===== src/rtl/can_txab_pkg.sv =====
`timescale 1ns/1ps
package can_txab_pkg;
  typedef enum logic [1:0] {
    BUF_EMPTY   = 2'd0,
    BUF_PENDING = 2'd1,
    BUF_ACTIVE  = 2'd2
  } buf_state_e;

  typedef enum logic [1:0] {
    OUT_NONE = 2'd0,
    OUT_OK   = 2'd1,
    OUT_ERR  = 2'd2,
    OUT_ARB  = 2'd3
  } outcome_e;
endpackage


===== src/rtl/can_txab_outcome.sv =====
`timescale 1ns/1ps
module can_txab_outcome
  import can_txab_pkg::*;
(
  input  logic     in_attempt,
  input  logic     att_ok,
  input  logic     att_err,
  input  logic     att_arb,
  output outcome_e outcome
);
  // Fixed priority: success over bus error over lost arbitration
  always_comb begin
    outcome = OUT_NONE;
    if (in_attempt) begin
      if (att_ok)       outcome = OUT_OK;
      else if (att_err) outcome = OUT_ERR;
      else if (att_arb) outcome = OUT_ARB;
    end
  end
endmodule


===== src/rtl/can_txab_abort_latch.sv =====
`timescale 1ns/1ps
module can_txab_abort_latch (
  input  logic clk,
  input  logic rst_n,
  input  logic set_i,
  input  logic clr_i,
  output logic held_o
);
  always_ff @(posedge clk) begin
    if (!rst_n)     held_o <= 1'b0;
    else if (clr_i) held_o <= 1'b0;
    else if (set_i) held_o <= 1'b1;
  end

  assert_clear_wins_R9: assert property (@(posedge clk) disable iff (!rst_n)
    clr_i |=> !held_o);
endmodule


===== src/rtl/can_tx_abort_ctrl.sv =====
`timescale 1ns/1ps
module can_tx_abort_ctrl
  import can_txab_pkg::*;
(
  input  logic clk,
  input  logic rst_n,
  input  logic lock_bit,
  input  logic no_retx,
  input  logic att_start,
  input  logic att_ok,
  input  logic att_err,
  input  logic att_arb,
  output logic ready,
  output logic busy,
  output logic tx_req,
  output logic buf_empty
);
  buf_state_e state_q, state_d;
  outcome_e   outcome;
  logic       lock_q;
  logic       arm;
  logic       abort_held;
  logic       abort_hit;

  always_ff @(posedge clk) begin
    if (!rst_n) lock_q <= 1'b0;
    else        lock_q <= lock_bit;
  end

  assign arm = lock_bit & ~lock_q;

  can_txab_outcome u_outcome (
    .in_attempt (state_q == BUF_ACTIVE),
    .att_ok     (att_ok),
    .att_err    (att_err),
    .att_arb    (att_arb),
    .outcome    (outcome)
  );

  can_txab_abort_latch u_abort (
    .clk    (clk),
    .rst_n  (rst_n),
    .set_i  ((state_q == BUF_ACTIVE) & ~lock_bit),
    .clr_i  (state_q != BUF_ACTIVE),
    .held_o (abort_held)
  );

  assign abort_hit = abort_held | ~lock_bit;

  always_comb begin
    state_d = state_q;
    unique case (state_q)
      BUF_EMPTY:   if (arm) state_d = BUF_PENDING;
      BUF_PENDING: begin
        if (!lock_bit)      state_d = BUF_EMPTY;
        else if (att_start) state_d = BUF_ACTIVE;
      end
      BUF_ACTIVE: begin
        unique case (outcome)
          OUT_OK:   state_d = BUF_EMPTY;
          OUT_ERR:  state_d = (no_retx | abort_hit) ? BUF_EMPTY : BUF_PENDING;
          OUT_ARB:  state_d = abort_hit ? BUF_EMPTY : BUF_PENDING;
          default:  state_d = BUF_ACTIVE;
        endcase
      end
      default:     state_d = BUF_EMPTY;
    endcase
  end

  always_ff @(posedge clk) begin
    if (!rst_n) state_q <= BUF_EMPTY;
    else        state_q <= state_d;
  end

  assign ready     = (state_q != BUF_EMPTY);
  assign busy      = (state_q == BUF_ACTIVE);
  assign buf_empty = (state_q == BUF_EMPTY);
  assign tx_req    = (state_q == BUF_PENDING) & lock_bit;

  assert_busy_needs_ready_R12: assert property (@(posedge clk) disable iff (!rst_n)
    busy |-> ready);
  assert_start_sets_busy_R3: assert property (@(posedge clk) disable iff (!rst_n)
    (tx_req && att_start) |=> (busy && !tx_req));
  assert_success_empties_R4: assert property (@(posedge clk) disable iff (!rst_n)
    (busy && att_ok) |=> buf_empty);
  assert_noretx_error_R5: assert property (@(posedge clk) disable iff (!rst_n)
    (busy && att_err && !att_ok && no_retx) |=> buf_empty);
  assert_arb_keeps_ready_R7: assert property (@(posedge clk) disable iff (!rst_n)
    (busy && att_arb && !att_ok && !att_err && lock_bit && !abort_held)
      |=> (ready && !busy));
  assert_lock_abort_R8: assert property (@(posedge clk) disable iff (!rst_n)
    (ready && !busy && !lock_bit) |=> buf_empty);
  assert_busy_holds_R9: assert property (@(posedge clk) disable iff (!rst_n)
    (busy && !att_ok && !att_err && !att_arb) |=> busy);
  assert_empty_stays_R10: assert property (@(posedge clk) disable iff (!rst_n)
    (buf_empty && !(lock_bit && !lock_q)) |=> buf_empty);
endmodule


===== config.mk =====
export PLATFORM = sky130hd
export DESIGN_NAME = can_tx_abort_ctrl
export DESIGN_NICKNAME = d
export VERILOG_FILES = /design/src/rtl/can_txab_pkg.sv /design/src/rtl/can_txab_outcome.sv /design/src/rtl/can_txab_abort_latch.sv /design/src/rtl/can_tx_abort_ctrl.sv
export SDC_FILE = /design/constraint.sdc
export NUM_CORES = 1
export LEC_CHECK = 0
export ABC_AREA = 1
export ABC_CLOCK_PERIOD_IN_PS = 1600
export BUFFER_PORTS_ARGS = -buffer_cell sky130_fd_sc_hd__buf_2
export CAP_MARGIN = 20
export CORE_AREA = 2 2 39 41
export CTS_CLUSTER_DIAMETER = 100
export DETAILED_ROUTE_END_ITERATION = 10
export DIE_AREA = 0 0 41 43
export SYNTH_ARGS = -nofsm -noshare
export SYNTH_HDL_FRONTEND = slang
export SYNTH_HIERARCHICAL = 1
export SYNTH_SLANG_ARGS = --single-unit

===== constraint.sdc =====
create_clock -name clk -period 1.6 [get_ports clk]
set_input_delay 0.24 -clock clk [delete_from_list [all_inputs] [get_ports clk]]
set_output_delay 0.24 -clock clk [all_outputs]
set_load 0.005 [all_outputs]

=== Word level (Yosys, flattened, before mapping) ===
Cells that the tools add are included.
Widths: inputs -> output; s select.

* Latch bits: 0
* Bits in read-only memories: 0
* Logic and storage cells: 34
* RAM bits: 0
* Register bits after elaboration: 4
* Memories kept: 0
* Output and inout bits: 4

* Magnitude comparators: 0
* Muxes and demuxes: 11
* Equal/unequal tests: 8
* Add/sub/neg operators: 0
* Multipliers: 0
* Bitwise operators: 8
* Shift-type cells: 0
* Reductions and logical operators: 4
* Divide/modulo/power cells: 0

{| class="wikitable"
|+ Operators with widths
! kind !! number
|-
| $mux 2 || 7
|-
| $pmux 2 s3 || 2
|-
| $eq 2x2->1 const B || 3
|-
| $eq 2x1->1 const B || 2
|-
| $and 1x1->1 || 3
|-
| $ne 3x3->1 const B || 1
|-
| $not 1->1 || 3
|-
| $logic_not 2->1 || 1
|-
| $mux 1 || 2
|-
| $ne 2x1->1 const B || 1
|-
| $ne 2x2->1 const B || 1
|-
| $or 1x1->1 || 2
|-
| $reduce_and 2->1 || 1
|-
| $reduce_bool 2->1 || 1
|-
| $reduce_or 2->1 || 1
|}

=== Longest topological paths before layout ===
Gate-level depths: netlist of the first run.

* Word-level depth: 7
* Gate-level depth with buffers: 10
* Depth with buffers taken out: 10

=== By module ===
The synthesis of the first run kept the hierarchy.

{| class="wikitable"
|+ By module, submodules not included
! module !! times used !! area each (um^2) !! cells each !! sequential area each (um^2)
|-
| can_tx_abort_ctrl || 1 || 181.4 || 31 || 60.1
|-
| can_txab_outcome || 1 || 37.5 || 7 || 0.0
|-
| can_txab_abort_latch || 1 || 35.0 || 5 || 20.0
|}

=== Worst setup path before layout of the first run ===
OpenSTA, ideal clock, no wires.

* Kind: register to register
* Start: reg state_q[1]
* End: reg state_q[0]
* Buffers on the path: 0
* Setup slack: 0.471 ns
* Cell stages (with the launch flop): 9
* Arrival time: 1.059 ns
* Cell sequence: dfxtp_1 nand2_2 inv_1 inv_1 nor3_2 inv_1 nor2_1 nand3_1 a21oi_1

* Longest elaborated chain between the ends: 5

{| class="wikitable"
|+ Ends and longest elaborated chain
! item !! RTL line !! source
|-
| start, declared || can_tx_abort_ctrl.sv:18 || <nowiki>buf_state_e state_q, state_d;</nowiki>
|-
| start signal, assigned || can_tx_abort_ctrl.sv:72 || <nowiki>else state_q <= state_d;</nowiki>
|-
| $eq 2x2->1 (*) || n/a ||
|-
| net busy || can_tx_abort_ctrl.sv:14 || <nowiki>output logic busy,</nowiki>
|-
| $mux 2 (*) || can_txab_outcome.sv:14 || <nowiki>if (in_attempt) begin</nowiki>
|-
| net outcome[1] || can_tx_abort_ctrl.sv:19 || <nowiki>outcome_e outcome;</nowiki>
|-
| $eq 2x2->1 or $eq 2x1->1 (tied branches) || can_tx_abort_ctrl.sv:59 || <nowiki>unique case (outcome)</nowiki>
|-
| $pmux 2 s3 (*) || can_tx_abort_ctrl.sv:59 ||
|-
| $pmux 2 s3 (*) || can_tx_abort_ctrl.sv:52 || <nowiki>unique case (state_q)</nowiki>
|}

Mark *: on every way through the listed nets, which the timed path passes. The rest lies on a longest branch.
A chain may end at the register's enable or synchronous reset.

=== Worst setup path after layout of the first run ===
* Start: reg state_q[1]
* End: out tx_req

* Longest elaborated chain between the ends: 2

{| class="wikitable"
|+ Ends and longest elaborated chain
! item !! RTL line !! source
|-
| $eq 2x1->1 || can_tx_abort_ctrl.sv:78 || <nowiki>assign tx_req = (state_q == BUF_PENDING) & lock_bit;</nowiki>
|-
| $and 1x1->1 || can_tx_abort_ctrl.sv:78 ||
|-
| end, declared || can_tx_abort_ctrl.sv:15 || <nowiki>output logic tx_req,</nowiki>
|}

Every way passes these cells.

==> flow_metrics.env, run 1 <==
export IMPL_slew_viol_final=0
export IMPL_p_per_area_nw_per_um2=830.3
export IMPL_yosysTopAreaCell="dfxtp_1"
export IMPL_ys_seq_area_share_pct=31.53
export IMPL_pin_count=12
export IMPL_clockBufferDepth=2
export IMPL_antenna_found_initial=0
export IMPL_pwr_share_seq_pct=37.7
export IMPL_numCtsBuffers=3
export IMPL_pwr_share_comb_pct=18.2
export IMPL_drcViolationCount=0
export IMPL_tightestPinTransition_ns=0.1555
export IMPL_tritoncts="done"
export IMPL_rsz0062_at_grt="no"
export IMPL_die_area_um2=1763
export IMPL_hold_buffers=0
export IMPL_drtPass1Iterations=4
export IMPL_post_route_period_util_pct=73.89
export IMPL_layout_commonest_cell="inv_1"
export IMPL_cts_root_buf="clkbuf_4"
export IMPL_hp_class="in -> reg"
export IMPL_grt_max_degree=5
export IMPL_p_switching_mw=0.07796
export IMPL_die_h_um=43
export IMPL_grt_overflow=0
export IMPL_grt_use_total_pct=7.831
export IMPL_utilization_pct=25.41
export IMPL_cts_sinks=4
export IMPL_vdd_drop_max_mv=0.4005
export IMPL_fp_row_count=14
export IMPL_cap_violations=0
export IMPL_cp_max_fo=4
export IMPL_final_setup_skew_ns=0.006609
export IMPL_core_area_um2=1384
export IMPL_post_cts_buffers=0
export IMPL_grt_pass1_vias=222
export IMPL_slew_headroom_pct=89.62
export IMPL_synth_area_leaders="dfxtp_1 (32%), inv_1 (18%), nor2_1 (12%)"
export IMPL_seq_area_um2=80.08
export IMPL_start_kind="register"
export IMPL_syn2layout_area_growth_pct=38.42
export IMPL_wl_per_cell_um=7.096
export IMPL_final_min_clock_period_ns=1.182
export IMPL_hold_viol=0
export IMPL_crit_arrival_ns=0.94
export IMPL_crit_path_end_kind="output pin"
export IMPL_worstPathRequired_ns=1.36
export IMPL_htree_num_levels=1
export IMPL_port_buffer_count=11
export IMPL_fin_total_pwr_mw=0.2919
export IMPL_layout_drive_gt1_share_pct=33.33
export IMPL_finalSetupViolations=0
export IMPL_p_int_mw=0.2140
export IMPL_syn_avg_cell_area_um2=5.907
export IMPL_ant_nets=0
export IMPL_start_util_pct=18.35
export IMPL_nFillCells=154
export IMPL_syn_num_nets=51
export IMPL_hpwl_um=446.5
export IMPL_num_antenna_cells=0
export IMPL_die_w_um=41
export IMPL_synthCells=43
export IMPL_drt_initial_drc_count=5
export IMPL_finalWirelength_um=518
export IMPL_gp_congestion=0.7241
export IMPL_ys_types=13
export IMPL_vias=282
export IMPL_ys_ff_latch=4
export IMPL_clock_fmax_mhz=845.9
export IMPL_total_leakage_power_nw=0.2091
export IMPL_status="finished clean"
export IMPL_setup_tns_ns=0
export IMPL_power_clock_fraction_pct=44.1
export IMPL_synth_top_cell_area_share_pct=31.53
export IMPL_grt_pass1_wl_um=855
export IMPL_multiInputGateArea_um2=125.1
export IMPL_yosys_warnings=6
export IMPL_fin_nets=67
export IMPL_clk_latency_ns=0.24
export IMPL_cts_resized=0
export IMPL_syn_cell_area_um2=254.0
export IMPL_clkTransAtPathRegs_ns=0.04
export IMPL_swShare_pct=26.71
export IMPL_critPathKind="reg -> out"
export IMPL_holdWs_ns=0.2365
export IMPL_mostFrequentLayoutCells="inv_1 (12), buf_2 (11), nor2_1 (8), nand2_1 (7), dfxtp_1 (4)"
export IMPL_avgViaCountPerCell=3.863
-- cells in the mapped netlist --
cell,n
nand3_1,2
o21ai_1,3
inv_1,12
nand2_2,1
o21bai_1,1
dfxtp_1,4
a21oi_2,1
nor3_2,1
inv_2,1
nor2_1,8
nor2_2,1
a21oi_1,1
nand2_1,7
-- metrics by stage --
step | instance area [um^2] | setup WS (ns) | cells
after global routing | 351.6 | 0.2948 | 73
after detailed placement | 329.1 | 0.4170 | 70
after CTS | 351.6 | 0.4006 | 73
final | 351.6 | 0.4178 | 73
after global placement | 329.1 | 0.4268 | 70
after floorplan | 254.0 | 0.4711 | 43
-- layer usage --
| metal | share of wire (%) | global-route usage [%] | routed length, um | vias up |
|---|---|---|---|---|
| li1 | - | - | - | 155 |
| met2 | 42 | 8.750 | 219 | 10 |
| met4 | 1.9 | 6.000 | 10 | 0 |
| met5 | 0 | 0 | 0 | - |
| met1 | 42 | 9.325 | 217 | 114 |
| met3 | 14 | 6.283 | 70 | 3 |
-- worst paths after layout --
path	start	end	slack (ns)	cells after the start
max	state_q[1]	tx_req	0.42	4
min	lock_bit	lock_q	0.24	3
max reg2reg	state_q[1]	state_q[0]	0.42	8
min reg2reg	u_abort/held_o	u_abort/held_o	0.49	2
-- flip-flops by register name (all words and copies together) (netlist names) --
signal and flops:
lock_q 1, u_abort/held_o 1, state_q 2
-- layout make-up --
type | instances | area share, %
inverters | 13 | 13.88
repair buffers | 11 | 15.66
clock buffers | 3 | 6.406
flip-flops and latches | 4 | 22.78
multi-input cells | 26 | 35.59
well taps | 16 | 5.694
-- critical path: stages (launching register included) --
cell and delay, ns:
dfxtp_1 0.38, inv_1 0.05, nand3_1 0.10, inv_1 0.05
buf_2 0.12
-- power groups by stage --
stage / clock [mW] / sequential [mW] / combinational (mW)
finish: 0.129 / 0.110 / 0.0532
global route: 0.145 / 0.110 / 0.0622
CTS: 0.135 / 0.110 / 0.0542
detailed placement: 0 / 0.112 / 0.0542
global placement: 0 / 0.112 / 0.0534
floorplan: 0 / 0.111 / 0.0302
-- logic make-up after synthesis --
| kind of cell | count (synthesis) | synth area share, % |
|---|---|---|
| flip-flops | 4 | 31.53 |
| AND/OR/NAND/NOR | 20 | 34.98 |
| buffers and inverters | 13 | 19.21 |
| AO/OA/AOI/OAI | 6 | 14.28 |
Power figures use the tool's default switching activity.
==> inputs of run 2 (changes only) <==
--- a/config.mk
+++ b/config.mk
@@ -6,7 +6,7 @@
 export NUM_CORES = 1
 export LEC_CHECK = 0
 export ABC_AREA = 1
-export ABC_CLOCK_PERIOD_IN_PS = 1600
+export ABC_CLOCK_PERIOD_IN_PS = 1000
 export BUFFER_PORTS_ARGS = -buffer_cell sky130_fd_sc_hd__buf_2
 export CAP_MARGIN = 20
 export CORE_AREA = 2 2 39 41
==> constraint.sdc (replaced) <==
create_clock -name clk -period 1 [get_ports clk]
set_input_delay 0.15 -clock clk [delete_from_list [all_inputs] [get_ports clk]]
set_output_delay 0.15 -clock clk [all_outputs]
set_load 0.005 [all_outputs]
==> run 2 against run 1 <==
Compared with the run above: the run now ends with negative setup slack left; clock skew is 0.0037 ns lower; sequential power is 59% higher; worst hold slack worse by 0.091 ns; final cell count is 9.6% higher; worst setup slack worse by 0.51 ns; first-iteration DRC count is 60% lower; critical path depth stayed put; largest power group unchanged.
==> flow_metrics.env, run 2 (synthesized netlist as in run 1, its figures left out) <==
export IMPL_fp_row_count=14
export IMPL_die_h_um=43
export IMPL_antenna_found_initial=0
export IMPL_largest_reg_flops=2
export IMPL_tritoncts="done"
export IMPL_pin_count=12
export IMPL_port_buffer_count=11
export IMPL_highest_signal_layer="met3"
export IMPL_grt_pass1_wl_um=938
export IMPL_slew_viol_final=0
export IMPL_hp_class="in -> reg"
export IMPL_final_setup_skew_ns=0.002881
export IMPL_finalSetupViolations=5
export IMPL_slowest_delay_ns=0.32
export IMPL_critPathKind="reg -> out"
export IMPL_avgViaCountPerCell=3.813
export IMPL_cap_violations=0
export IMPL_finalWirelength_um=571
export IMPL_post_route_period_util_pct=108.7
export IMPL_drtPass1Iterations=2
export IMPL_core_area_um2=1384
export IMPL_crit_path_end_kind="output pin"
export IMPL_layout_drive_gt1_share_pct=50.00
export IMPL_worst_path_max_delay_cell="dfxtp_2"
export IMPL_r2r_cells=9
export IMPL_layout_cells_non_filler=80
export IMPL_hpwl_um=461.7
export IMPL_clk_latency_ns=0.23
export IMPL_htree_num_levels=1
export IMPL_met3_wirelength_um=51
export IMPL_top_register="state_q"
export IMPL_clock_fmax_mhz=919.7
export IMPL_p_per_area_nw_per_um2=1186
export IMPL_placed_area_um2=354.1
export IMPL_hold_viol=0
export IMPL_layout_setup_ws_ns=-0.08736
export IMPL_final_min_clock_period_ns=1.087
export IMPL_die_w_um=41
export IMPL_nFillCells=154
export IMPL_drcViolationCount=0
export IMPL_status="finished with violations"
export IMPL_tightestPinTransition_ns=0.1448
export IMPL_drt_initial_drc_count=2
export IMPL_mostFrequentLayoutCells="buf_2 (11), inv_1 (9), nor2_1 (8), nand2_1 (7), buf_4 (6)"
export IMPL_fin_total_pwr_mw=0.4984
export IMPL_grt_max_degree=5
export IMPL_start_kind="register"
export IMPL_dr_wl_met2_um=258
export IMPL_grt_overflow=0
export IMPL_num_antenna_cells=0
export IMPL_vias=305
export IMPL_cts_root_buf="clkbuf_4"
export IMPL_grt_pass1_vias=269
export IMPL_drt_met1_wl_um=261
export IMPL_rsz0062_at_grt="yes"
export IMPL_wl_per_cell_um=7.138
export IMPL_fin_nets=74
export IMPL_top_regs="state_q x2, lock_q x1, u_abort/held_o x1"
export IMPL_die_area_um2=1763
export IMPL_clkTransAtPathRegs_ns=0.04
export IMPL_cts_sinks=4
export IMPL_design_area_um2=420.4
export IMPL_worstPathRequired_ns=0.85
export IMPL_utilization_pct=30.38
export IMPL_crit_arrival_ns=0.94
export IMPL_numCtsBuffers=3
export IMPL_grt_use_total_pct=8.325
export IMPL_gp_congestion=0.6576
export IMPL_total_leakage_power_nw=0.2436
export IMPL_start_util_pct=18.35
export IMPL_slew_headroom_pct=90.28
export IMPL_violations="negative setup slack"
export IMPL_whs_path_depth=3
export IMPL_layout_commonest_cell="buf_2"
export IMPL_ant_nets=0
export IMPL_setup_tns_ns=-0.3031
export IMPL_vdd_drop_max_mv=0.6052
export IMPL_syn2layout_area_growth_pct=65.52
export IMPL_place_inst=73
export IMPL_cp_max_fo=3
export IMPL_cp_cell_sequence="buf_4 > nor2_4 > inv_1 > buf_2"
export IMPL_clockBufferDepth=2
==> run 2: cell count changes in the layout (fill, tap and decap cells not counted), sizes merged <==
cell	change
buf	+7
==> run 2: critical path, delay by kind of cell, from the launching register on <==
family	cells	cell delay, ns
buffers and inverters	3	0.30
AND/OR/NAND/NOR	1	0.09
flip-flops	1	0.32
==> run 2: where the power goes <==
part	leakage [nW]	switching, mW	total [mW]	internal (mW)
combinational	0.196	0.0583	0.124	0.0658
sequential	0.0336	0.00527	0.175	0.170
clock	0.0138	0.0651	0.199	0.134
==> run 2: routing by layer <==
layer  vias to the layer above  GRT usage, %
li1                        168             -
met5                         -             0
met4                         0         2.000
met1                       128         9.295
met2                         9         11.25
met3                         0         7.853
==> run 2: final timing paths <==
| path | slack [ns] | from | end |
|---|---|---|---|
| worst max register to register | -0.08 | state_q[0] | state_q[0] |
| worst min register to register | 0.49 | u_abort/held_o | u_abort/held_o |
| worst min-delay path | 0.15 | rst_n | lock_q |
| worst max-delay path | -0.09 | state_q[0] | ready |
==> run 2: through the flow <==
step                setup WS [ns]  hold WS (ns)
floorplan                -0.04798        0.2435
global placement         -0.06351        0.3870
detailed placement       -0.07056        0.3911
CTS                      -0.09410        0.1426
global route              -0.1788        0.1593
finish                   -0.08736        0.1453
==> run 2: what timing repair did <==
item	in CTS	in global routing
hold buffers	0	0
resized for setup	4	0
pin swaps	3	1
setup buffers	3	1
endpoints found under the setup margin	5	6
==> run 2: area by class of cell <==
class	count	area [um^2]	area share, %
inverters	13	48.80	11.61
repair buffers	18	111.4	26.49
clock buffers	3	22.52	5.357
multi-input cells	26	135.1	32.14
well taps	16	20.02	4.762
flip-flops and latches	4	82.58	19.64
==> inputs of run 3 (changes only) <==
--- a/config.mk
+++ b/config.mk
@@ -11,6 +11,7 @@
 export CAP_MARGIN = 20
 export CORE_AREA = 2 2 39 41
 export CTS_CLUSTER_DIAMETER = 100
+export CTS_CLUSTER_SIZE = 40
 export DETAILED_ROUTE_END_ITERATION = 10
 export DIE_AREA = 0 0 41 43
 export SYNTH_ARGS = -nofsm -noshare
==> constraint.sdc (replaced) <==
create_clock -name clk -period 1 [get_ports clk]
set_input_delay 0.05 -clock clk [delete_from_list [all_inputs] [get_ports clk]]
set_output_delay 0.05 -clock clk [all_outputs]
set_load 0.005 [all_outputs]
==> run 3 against run 2 <==
Compared with the run above: the run still ends with negative setup slack left; final cell count is 1.3% lower; worst setup slack better by 0.015 ns; non-clock buffer count is 1 lower; first-iteration DRC count stayed put; sequential power hardly changed; clock skew stayed put; largest power group unchanged.
==> flow_metrics.env, run 3 (synthesized netlist as in run 1, its figures left out) <==
export IMPL_clkTransAtPathRegs_ns=0.04
export IMPL_seq_area_um2=82.58
export IMPL_grt_pass1_wl_um=952
export IMPL_cts_root_buf="clkbuf_4"
export IMPL_worstPathRequired_ns=1.16
export IMPL_start_util_pct=18.35
export IMPL_port_buffer_count=11
export IMPL_avgViaCountPerCell=3.861
export IMPL_slew_headroom_pct=90.45
export IMPL_grt_use_total_pct=8.425
export IMPL_grt_pass1_vias=273
export IMPL_power_clock_fraction_pct=40.2
export IMPL_p_switching_mw=0.1274
export IMPL_hp_class="in -> reg"
export IMPL_status="finished with violations"
export IMPL_htree_num_levels=1
export IMPL_min_from="rst_n"
export IMPL_num_antenna_cells=0
export IMPL_placed_area_um2=354.1
export IMPL_cts_sinks=4
export IMPL_layout_drive_gt1_share_pct=49.21
export IMPL_die_area_um2=1763
export IMPL_wl_per_cell_um=7.025
export IMPL_nFillCells=155
export IMPL_p_per_area_nw_per_um2=1212
export IMPL_core_area_um2=1384
export IMPL_fp_row_count=14
export IMPL_antenna_found_initial=0
export IMPL_numCtsBuffers=3
export IMPL_hold_buffers=0
export IMPL_layout_commonest_cell="buf_2"
export IMPL_critPathKind="reg -> reg"
export IMPL_die_h_um=43
export IMPL_gp_congestion=0.6576
export IMPL_final_setup_skew_ns=0.002881
export IMPL_slew_viol_final=0
export IMPL_finalSetupViolations=3
export IMPL_cp_max_fo=2
export IMPL_largest_reg_flops=2
export IMPL_final_min_clock_period_ns=1.072
export IMPL_crit_path_end_kind="register"
export IMPL_critPathLaunch="state_q[0]"
export IMPL_tightestPinTransition_ns=0.1423
export IMPL_top_register="state_q"
export IMPL_mostFrequentLayoutCells="buf_2 (11), inv_1 (9), nor2_1 (8), nand2_1 (7), buf_4 (6)"
export IMPL_total_leakage_power_nw=0.2372
export IMPL_drtPass1Iterations=2
export IMPL_ant_nets=0
export IMPL_pwr_share_seq_pct=35.2
export IMPL_grt_overflow=0
export IMPL_hpwl_um=461.7
export IMPL_rsz0062_at_grt="yes"
export IMPL_die_w_um=41
export IMPL_layout_setup_ws_ns=-0.07212
export IMPL_tritoncts="done"
export IMPL_clock_fmax_mhz=932.7
export IMPL_clockBufferDepth=2
export IMPL_design_area_um2=409.1
export IMPL_pwr_share_comb_pct=24.6
export IMPL_finalWirelength_um=555
export IMPL_swShare_pct=25.70
export IMPL_pin_count=12
export IMPL_fin_nets=73
export IMPL_vias=305
export IMPL_dp_slack_ns=-0.07056
export IMPL_start_kind="register"
export IMPL_holdWs_ns=0.04522
export IMPL_p_int_mw=0.3685
export IMPL_clk_latency_ns=0.23
export IMPL_multiInputGateArea_um2=135.1
export IMPL_violations="negative setup slack"
export IMPL_cap_violations=0
export IMPL_drt_initial_drc_count=2
export IMPL_drcViolationCount=0
export IMPL_crit_arrival_ns=1.23
export IMPL_hold_viol=0
export IMPL_top_regs="state_q x2, lock_q x1, u_abort/held_o x1"
export IMPL_syn2layout_area_growth_pct=61.08
export IMPL_crit_reg2reg_launch="state_q[0]"
export IMPL_vdd_drop_max_mv=0.5960
export IMPL_grt_max_degree=5
export IMPL_post_route_period_util_pct=107.2
run 3: power by group through the flow:
stage	sequential (mW)	clock, mW	combinational, mW
after floorplan	0.179	0	0.0491
after global placement	0.176	0	0.0997
after detailed placement	0.177	0	0.100
after CTS	0.174	0.212	0.122
after global routing	0.175	0.230	0.139
final	0.174	0.199	0.122
run 3: final timing paths:
kind	end	slack (ns)	depth (start not counted)
max	state_q[0]	-0.07	9
min	lock_q	0.05	3
max reg2reg	state_q[0]	-0.07	9
min reg2reg	u_abort/held_o	0.49	2
run 3: routing by layer:
layer	share of wire, %	track usage (%)	vias up
met5	0	0	-
met4	0	2.000	0
met3	9.2	7.853	0
met2	44	11.56	9
met1	47	9.295	129
li1	-	-	167
run 3: layout make-up:
cell class | count | area share (%)
multi-input combinational | 26 | 33.03
timing repair buffer | 17 | 24.46
sequential | 4 | 20.18
inverter | 13 | 11.93
clock buffer | 3 | 5.505
tap | 16 | 4.893
run 3: timing repair:
item | in CTS | in global routing
setup endpoints to repair | 5 | 5
gates resized for setup | 3 | 0
pin swaps | 3 | 2
buffers inserted | 3 | 0
run 3: metrics by stage:
| stage | power [mW] | cells | setup TNS, ns | util [%] |
|---|---|---|---|---|
| finish | 0.4959 | 79 | -0.09661 | 29.57 |
| global route | 0.5431 | 79 | -0.4454 | 29.57 |
| CTS | 0.5088 | 79 | -0.1243 | 29.57 |
| detailed placement | 0.2770 | 73 | -0.1043 | 25.59 |
| global placement | 0.2759 | 73 | -0.1068 | 25.59 |
| floorplan | 0.2278 | 43 | -0.08042 | - |
run 3: worst max-delay path, stage by stage, from the launching register on:
cell and delay, ns:
dfxtp_2 0.32, inv_2 0.05, nand2_2 0.05, inv_2 0.05, inv_2 0.04, nor3_2 0.14, inv_1 0.07, nor2_1 0.10
nand3_1 0.07, a21oi_1 0.12
